**config.mk**
```make
export PLATFORM = sky130hd
export DESIGN_NAME = link_lock_seq
export DESIGN_NICKNAME = d
export VERILOG_FILES = /design/src/rtl/link_lock_pkg.sv /design/src/rtl/link_lock_dp.sv /design/src/rtl/link_lock_ctrl.sv /design/src/rtl/link_lock_seq.sv
export SDC_FILE = /design/constraint.sdc
export NUM_CORES = 1
export LEC_CHECK = 0
export ABC_AREA = 0
export BUFFER_PORTS_ARGS = -buffer_cell sky130_fd_sc_hd__buf_2
export CAP_MARGIN = 20
export CORE_ASPECT_RATIO = 1.25
export CORE_MARGIN = 5
export CORE_UTILIZATION = 45
export DETAILED_ROUTE_END_ITERATION = 10
export GPL_TIMING_DRIVEN = 0
export HOLD_SLACK_MARGIN = 0.1
export PLACE_DENSITY = 0.73
export SLEW_MARGIN = 20
export SYNTH_ARGS = -nofsm -noshare
export SYNTH_HDL_FRONTEND = slang
export SYNTH_HIERARCHICAL = 1
export SYNTH_SLANG_ARGS = --single-unit
export TNS_END_PERCENT = 100
```
**constraint.sdc**
```tcl
create_clock -name clk -period 2.2 [get_ports clk]
set_input_delay 0.44 -clock clk [delete_from_list [all_inputs] [get_ports clk]]
set_output_delay 0.44 -clock clk [all_outputs]
set_load 0.02 [all_outputs]
```
**src/rtl/link_lock_pkg.sv**
```systemverilog
package link_lock_pkg;

  typedef enum logic [2:0] {
    ST_WAIT_DLL  = 3'd0,
    ST_BIT_ACQ   = 3'd1,
    ST_BYTE_ACQ  = 3'd2,
    ST_WAIT_PEER = 3'd3,
    ST_LINK_UP   = 3'd4
  } lockState_e;

  localparam logic [1:0] PH_UP       = 2'b01;
  localparam logic [1:0] PH_DN       = 2'b10;
  localparam logic [1:0] CLS_NOTLOCK = 2'b01;
  localparam logic [1:0] CLS_LOCKED  = 2'b10;

  // control -> datapath strobes
  typedef struct packed {
    logic runEn;      // count phase alternations
    logic peerWatch;  // decode far-end character class
  } ctrlStrobe_t;

  // datapath -> control events
  typedef struct packed {
    logic runDone;       // alternation run reached its target
    logic relock;        // decode error or relock request
    logic peerLocked;    // far end sends locked code
    logic peerUnlocked;  // far end sends not-locked code
  } linkEvt_t;

endpackage

```
**src/rtl/link_lock_dp.sv**
```systemverilog
module link_lock_dp
  import link_lock_pkg::*;
#(
  parameter int RUN_LEN = 16
) (
  input  logic        clk,
  input  logic        rstN,
  input  ctrlStrobe_t strb,
  input  logic [1:0]  phaseDec,
  input  logic [1:0]  rxClass,
  input  logic        decodeErr,
  input  logic        relockReq,
  output linkEvt_t    evt
);

  localparam int CNT_W = $clog2(RUN_LEN + 1);
  localparam logic [CNT_W-1:0] RUN_TARGET = CNT_W'(RUN_LEN);

  logic [CNT_W-1:0] runCnt;
  logic [1:0]       prevDec;
  logic             prevValid;
  logic             isDecision;
  logic             isAlternate;

  assign isDecision  = (phaseDec == PH_UP) || (phaseDec == PH_DN);
  assign isAlternate = prevValid && (phaseDec != prevDec);

  always_ff @(posedge clk or negedge rstN) begin
    if (!rstN) begin
      runCnt    <= '0;
      prevDec   <= '0;
      prevValid <= 1'b0;
    end else if (!strb.runEn || !isDecision) begin
      runCnt    <= '0;
      prevValid <= 1'b0;
    end else begin
      prevDec   <= phaseDec;
      prevValid <= 1'b1;
      if (isAlternate)
        runCnt <= (runCnt == RUN_TARGET) ? runCnt : runCnt + 1'b1;
      else
        runCnt <= '0;
    end
  end

  always_comb begin
    evt.runDone      = strb.runEn && (runCnt == RUN_TARGET);
    evt.relock       = decodeErr || relockReq;
    evt.peerLocked   = strb.peerWatch && (rxClass == CLS_LOCKED);
    evt.peerUnlocked = strb.peerWatch && (rxClass == CLS_NOTLOCK);
  end

endmodule

```
**src/rtl/link_lock_ctrl.sv**
```systemverilog
module link_lock_ctrl
  import link_lock_pkg::*;
(
  input  logic        clk,
  input  logic        rstN,
  input  logic        dllLocked,
  input  logic        alignFound,
  input  linkEvt_t    evt,
  output ctrlStrobe_t strb,
  output lockState_e  state
);

  lockState_e nxtState;

  always_comb begin
    nxtState = state;
    case (state)
      ST_WAIT_DLL:  nxtState = ST_BIT_ACQ;
      ST_BIT_ACQ:   if (evt.runDone) nxtState = ST_BYTE_ACQ;
      ST_BYTE_ACQ:  if (!evt.relock && alignFound) nxtState = ST_WAIT_PEER;
      ST_WAIT_PEER: begin
        if (evt.relock)          nxtState = ST_BYTE_ACQ;
        else if (evt.peerLocked) nxtState = ST_LINK_UP;
      end
      ST_LINK_UP: begin
        if (evt.relock)            nxtState = ST_BYTE_ACQ;
        else if (evt.peerUnlocked) nxtState = ST_WAIT_PEER;
      end
      default:      nxtState = ST_WAIT_DLL;
    endcase
    if (!dllLocked) nxtState = ST_WAIT_DLL;
  end

  always_ff @(posedge clk or negedge rstN) begin
    if (!rstN) state <= ST_WAIT_DLL;
    else       state <= nxtState;
  end

  always_comb begin
    strb.runEn     = (state == ST_BIT_ACQ);
    strb.peerWatch = (state == ST_WAIT_PEER) || (state == ST_LINK_UP);
  end

endmodule

```
**src/rtl/link_lock_seq.sv**
```systemverilog
module link_lock_seq
  import link_lock_pkg::*;
#(
  parameter int RUN_LEN = 16
) (
  input  logic       clk,
  input  logic       rstN,
  input  logic       dllLocked,
  input  logic [1:0] phaseDec,
  input  logic       alignFound,
  input  logic [1:0] rxClass,
  input  logic       decodeErr,
  input  logic       relockReq,
  output logic       bitLocked,
  output logic       alignEn,
  output logic       byteLocked,
  output logic       txSelLocked,
  output logic       linkUp
);

  ctrlStrobe_t strb;
  linkEvt_t    evt;
  lockState_e  state;

  link_lock_ctrl u_ctrl (
    .clk        (clk),
    .rstN       (rstN),
    .dllLocked  (dllLocked),
    .alignFound (alignFound),
    .evt        (evt),
    .strb       (strb),
    .state      (state)
  );

  link_lock_dp #(.RUN_LEN(RUN_LEN)) u_dp (
    .clk       (clk),
    .rstN      (rstN),
    .strb      (strb),
    .phaseDec  (phaseDec),
    .rxClass   (rxClass),
    .decodeErr (decodeErr),
    .relockReq (relockReq),
    .evt       (evt)
  );

  always_comb begin
    bitLocked   = (state == ST_BYTE_ACQ) || (state == ST_WAIT_PEER) || (state == ST_LINK_UP);
    alignEn     = (state == ST_BYTE_ACQ);
    byteLocked  = (state == ST_WAIT_PEER) || (state == ST_LINK_UP);
    txSelLocked = byteLocked;
    linkUp      = (state == ST_LINK_UP);
  end

endmodule

```
==> reports/results.txt, run 1 <==
Hold path cells = 2
Synth top area share = 36.24%
Synth top area cells = dfrtp_1 (36%), nand2b_1 (4.1%), mux2i_1 (4.0%)
Core Region = 1582 µm²
Netlist Area Pre-Place = 759.5 µm²
Leading area contributor after synthesis = dfrtp_1
Achievable Freq = 540.1 MHz
Initial DRT Pass Iterations = 4
Post-DR wirelength/cell = 12.36 µm
Non-Filler Instances = 113
Max-Cap Viols = 0
Post-synth EDFFs = 0
Critical path arrival = 1.41 ns
Post-synth ARST share = 100.0%
Cell row count = 16
Post-detail-place hpwl = 1100 µm
Initial drt markers = 7
Data required, critical path = 1.76 ns
Post-DRT Antenna Nets = 0
Total CTS buffers = 3
Top_reg_cell synth = dfrtp_1
Crit end category = output port
Setup TNS = 0 ns
Reg2reg setup slack = 0.38 ns
Post-Route Skew = 0.0006837 ns
Placed insts = 108
Hold Crit Endpoint = u_dp/prevDec[0]
Initial antenna violation count = 0
Hold path start = phaseDec[1]
Worst slew pin tran = 0.3576 ns
Total setup buffers inserted after CTS = 0
Max_slew headroom = 76.06%
Total nets after synthesis = 88
Die area = 2614 µm²
Num ports = 15
Fin nets = 108
Starting Density = 48.02%
Final Max Slew Viols = 0
Synth cell types = 32
Worst R2R Start = u_ctrl/state[0]
Count of state elements after synthesis = 11
DR DRC count = 0
Peak VDD IR = 0.0004220 V
Setup CP Type = reg -> out
Final period util = 84.17%
Synth-to-Final Area Change = 16.97%
Total Power = 0.7509 mW
Layout cell share with drive strength beyond 1 = 32.63%
Yosys warns = 6
Final Hold Fails = 0
Total grt overflow = 0
Largest net degree at the start of global routing = 12
H-tree depth = 1
R2R cell count = 6
Clock Latency Late Sink = 0.26 ns
Pre-CTS worst setup slack = 0.3955 ns
CTS Buffer Depth = 2
Die Width = 46.75 µm
Reg clk slew, reported paths = 0.07 ns
Vias in the first global route = 582
Setup ws final = 0.3484 ns
Cells after Synth = 76
I/O Buffers = 14
FF-to-FF End = u_ctrl/state[0]
Unrepaired setup endpoints after global routing = false
DRT Wirelength = 1397 µm
Post-synthesis sequential area ratio = 36.24%
Maximum fanout along the worst path = 9
Leak pwr = 0.3925 nW
Worst setup SP type = flip-flop
Ant. Diodes = 0
GRT Util Overall = 12.07%
Routed vias = 611
Root Buffer = clkbuf_4
# setup viols final = 0
Vert. Die Dim = 55.93 µm
Crit path time final = 1.852 ns
Hold WC Path Type = in -> reg
Clock sinks = 11
Vias per cell = 5.407
RePlAce Congestion = 0.7502
CTS tree = done
First-pass GRT wire length = 2394 µm
Power per Cell Area = 845.3 nW/µm²
Status = finished, final reports clean
Syn Area/Cell = 9.993 µm²
[worst max-delay path by stage]
stage | from | endpoint | slack, ns | depth (start not counted)
2_1_floorplan | u_ctrl/state[0] | txSelLocked | 0.38 | 3
3_3_place_gp | u_ctrl/state[1] | u_ctrl/state[2] | 0.40 | 8
3_5_place_dp | u_ctrl/state[0] | u_ctrl/state[0] | 0.40 | 6
4_1_cts | u_ctrl/state[0] | txSelLocked | 0.32 | 4
5_1_grt | u_ctrl/state[1] | u_ctrl/state[2] | 0.19 | 8
6_report | u_ctrl/state[0] | txSelLocked | 0.35 | 4
[logic make-up (layout without fill, tap and decap cells)]
| group | after synthesis | count (layout) | share of synthesized area, % |
|---|---|---|---|
| adders and majority gates | 2 | 2 | 3.294 |
| AOI/OAI and AO/OA | 10 | 10 | 12.36 |
| and+or+nand+nor | 36 | 36 | 30.97 |
| buffers and inverters | 8 | 27 | 5.437 |
| DFF | 11 | 11 | 36.24 |
| xor gates and xnor gates | 5 | 5 | 5.767 |
| muxes | 4 | 4 | 5.930 |
[metal layers]
metal  track usage (%)  vias up  wire, µm
li1                  -      304         -
met1             14.62      290       587
met2             19.69       15       729
met3            0.9709        2        60
met4             7.115        0        19
met5                 0        -         0
[layout by cell type, fill, tap and decap left out, types with 2 or more instances in the layout]
master / instances
inv_1: 6
xor2_1: 2
dfrtp_1: 11
nand2b_1: 5
nand2_1: 6
o21ai_0: 2
clkbuf_4: 3
nand3_1: 4
nor2_1: 3
nor3_1: 4
mux2i_1: 3
nor2b_1: 4
xnor2_1: 3
a31oi_1: 2
buf_2: 14
ha_1: 2
nor3b_2: 2
[power by group]
part / leakage [nW] / internal (mW) / switching, mW / total [mW]
sequential: 0.146 / 0.243 / 0.0595 / 0.303
clock: 0.0150 / 0.0700 / 0.0633 / 0.133
combinational: 0.232 / 0.145 / 0.170 / 0.315
[metrics by stage]
stage	area, µm²	util, %	hold WS [ns]
finish	888.4	56.17	0.4134
global route	888.4	56.17	0.4332
CTS	888.4	56.17	0.4133
detailed placement	852.1	53.88	0.3229
global placement	852.1	53.88	0.3218
floorplan	759.5	-	0.1444
[registers in the layout (all words and copies together), names as in the netlist]
register and count:
u_ctrl/state 3, u_dp/runCnt 5, u_dp/prevDec 2, u_dp/prevValid 1
[area by class of cell]
cell class,instances,area [µm²]
plain buffers,2,18.77
fillers,153,693.2
flip-flops and latches,11,275.3
clock buffers,4,26.28
well taps,18,22.52
multi-input cells,57,442.9
repair buffers,15,80.08
inverters,6,22.52
[synth_stat cells (3+ instances only)]
cell type,number
xnor2_1,3
nor2b_1,4
nor3_1,4
nor2_1,3
nand2_1,6
mux2i_1,3
nand3_1,4
nand2b_1,5
dfrtp_1,11
inv_1,6
[critical path, cell delays in order, from the launching register on]
cell,delay [ns]
dfrtp_1,0.48
nor3b_2,0.25
o21bai_1,0.15
buf_4,0.12
buf_2,0.15
[repair_timing]
item	4_1_cts	5_1_grt
endpoints found under the hold margin	11	0
gates resized for setup	0	0
hold buffers	1	0
No activity file was read; power rests on OpenSTA's default activity.
==> run 2: changes to the inputs <==
--- a/config.mk
+++ b/config.mk
@@ -14,7 +14,7 @@
 export DETAILED_ROUTE_END_ITERATION = 10
 export GPL_TIMING_DRIVEN = 0
 export HOLD_SLACK_MARGIN = 0.1
-export PLACE_DENSITY = 0.73
+export PLACE_DENSITY = 0.76
 export SLEW_MARGIN = 20
 export SYNTH_ARGS = -nofsm -noshare
 export SYNTH_HDL_FRONTEND = slang
==> constraint.sdc (replaced) <==
create_clock -name clk -period 1.7 [get_ports clk]
set_input_delay 0.34 -clock clk [delete_from_list [all_inputs] [get_ports clk]]
set_output_delay 0.34 -clock clk [all_outputs]
set_load 0.02 [all_outputs]
==> reports/results.txt, run 2 (same netlist as run 1, synthesis figures left out) <==
Status = finished, final reports clean
Hold WC Path Type = in -> reg
Post-DR wirelength/cell = 11.97 µm
Total grt overflow = 0
Fin util = 65.90%
Reg2reg setup slack = 0.03 ns
Setup TNS = 0 ns
GRT Util Overall = 12.83%
Max reg flops = 5
Post-detail-place hpwl = 1066 µm
Power per Cell Area = 1163 nW/µm²
Vias per cell = 5.033
First-pass GRT wire length = 2490 µm
H-tree depth = 1
Reg area = 277.8 µm²
Commonest non-fill, non-tap cells in the layout = buf_2 (13), buf_4 (9), dfrtp_1 (9)
Placed insts = 108
Finished Cell Area = 1042 µm²
CTS Buffer Depth = 2
Final period util = 98.89%
Data required, critical path = 1.36 ns
Largest net degree at the start of global routing = 12
Achievable Freq = 594.9 MHz
Hold slack = 0.3119 ns
Setup CP Type = reg -> out
# setup viols final = 0
Die area = 2614 µm²
Sw Share = 37.68%
Peak VDD IR = 0.0008529 V
Largest Register = u_dp/runCnt
Fill count = 126
Root Buffer = clkbuf_4
Crit path time final = 1.681 ns
Critical path arrival = 1.34 ns
Post-DRT Antenna Nets = 0
Die Width = 46.75 µm
Clock sinks = 11
Core Region = 1582 µm²
Reg clk slew, reported paths = 0.07 ns
Initial drt markers = 4
Crit end category = output port
Area after DPL = 858.3 µm²
R2R cell count = 7
Vert. Die Dim = 55.93 µm
Worst slew pin tran = 0.2914 ns
Final Hold Fails = 0
Combinational share of power = 52.7%
Max_slew headroom = 80.57%
P_sw = 0.4567 mW
Num ports = 15
Leak pwr = 0.4579 nW
Worst setup SP type = flip-flop
Final Max Slew Viols = 0
Ant. Diodes = 0
Multi-input logic area = 496.7 µm²
Power Internal = 0.7553 mW
Maximum fanout along the worst path = 6
CTS tree = done
Total CTS buffers = 3
Clock share of power = 14.3%
Initial antenna violation count = 0
Clock Latency Late Sink = 0.26 ns
Layout cell share with drive strength beyond 1 = 47.62%
Most common cell after layout, fill and taps aside = buf_2
DRT Wirelength = 1472 µm
DR DRC count = 0
Sequential share of power = 33.0%
Fin nets = 118
Largest registers = u_dp/runCnt (5), u_ctrl/state (3), u_dp/prevDec (2)
Routed vias = 619
Synth-to-Final Area Change = 37.23%
Unrepaired setup endpoints after global routing = true
Max-Cap Viols = 0
Post-Route Skew = 0.002335 ns
Starting Density = 48.02%
Hold path cells = 2
Vias in the first global route = 601
I/O Buffers = 14
Initial DRT Pass Iterations = 3
RePlAce Congestion = 0.7523
Non-Filler Instances = 123
Cell row count = 16
[run 2: per-stage QoR]
stage	power (mW)	setup slack (ns)
6_report	1.212	0.01891
5_1_grt	1.301	-0.05625
4_1_cts	1.083	-0.003072
3_5_place_dp	0.8109	-0.2092
3_3_place_gp	0.7922	-0.1724
2_1_floorplan	0.7017	0.03778
[run 2: per-layer routing]
layer | vias to the layer above | global-route usage, % | wire [µm]
met5 | - | 0 | 0
met2 | 8 | 21.06 | 805
met3 | 2 | 3.883 | 48
met1 | 286 | 15.11 | 607
li1 | 323 | - | -
met4 | 0 | 4.743 | 12
[run 2: worst max-delay path, stage by stage, from the launching register on]
cell and delay [ns]:
dfrtp_2 0.48, nor3b_4 0.24, o21bai_4 0.15, buf_6 0.11, buf_6 0.10
[run 2: layout make-up]
cell class	instances	share of cell area, %
tap	18	2.161
clock buffer	4	2.521
inverter	6	2.161
sequential	11	26.65
multi-input combinational	57	47.66
timing repair buffer	25	16.69
buffer	2	2.161
[run 2: final timing paths]
check / to / startpoint
max in group asynchronous: u_ctrl/state[1] / rstN
min: u_dp/prevDec[0] / phaseDec[1]
min in group asynchronous: u_dp/runCnt[4] / rstN
min reg2reg: u_dp/prevDec[1] / u_dp/prevDec[1]
max reg2reg: u_ctrl/state[0] / u_ctrl/state[1]
max: txSelLocked / u_ctrl/state[1]
[run 2: timing repair]
action / in CTS / in global routing
gates cloned: 0 / 0
setup endpoints to repair: 4 / 5
setup buffers: 7 / 3
gates resized for setup: 6 / 10
pin swaps: 2 / 6
hold buffers: 1 / 0
hold endpoints to repair: 11 / 0
[run 2: power groups by stage]
stage	Combinational, mW	Clock (mW)	Sequential, mW
3_3_place_gp	0.394	0	0.398
6_report	0.638	0.173	0.400
3_5_place_dp	0.407	0	0.404
2_1_floorplan	0.321	0	0.381
4_1_cts	0.508	0.179	0.396
5_1_grt	0.692	0.198	0.410
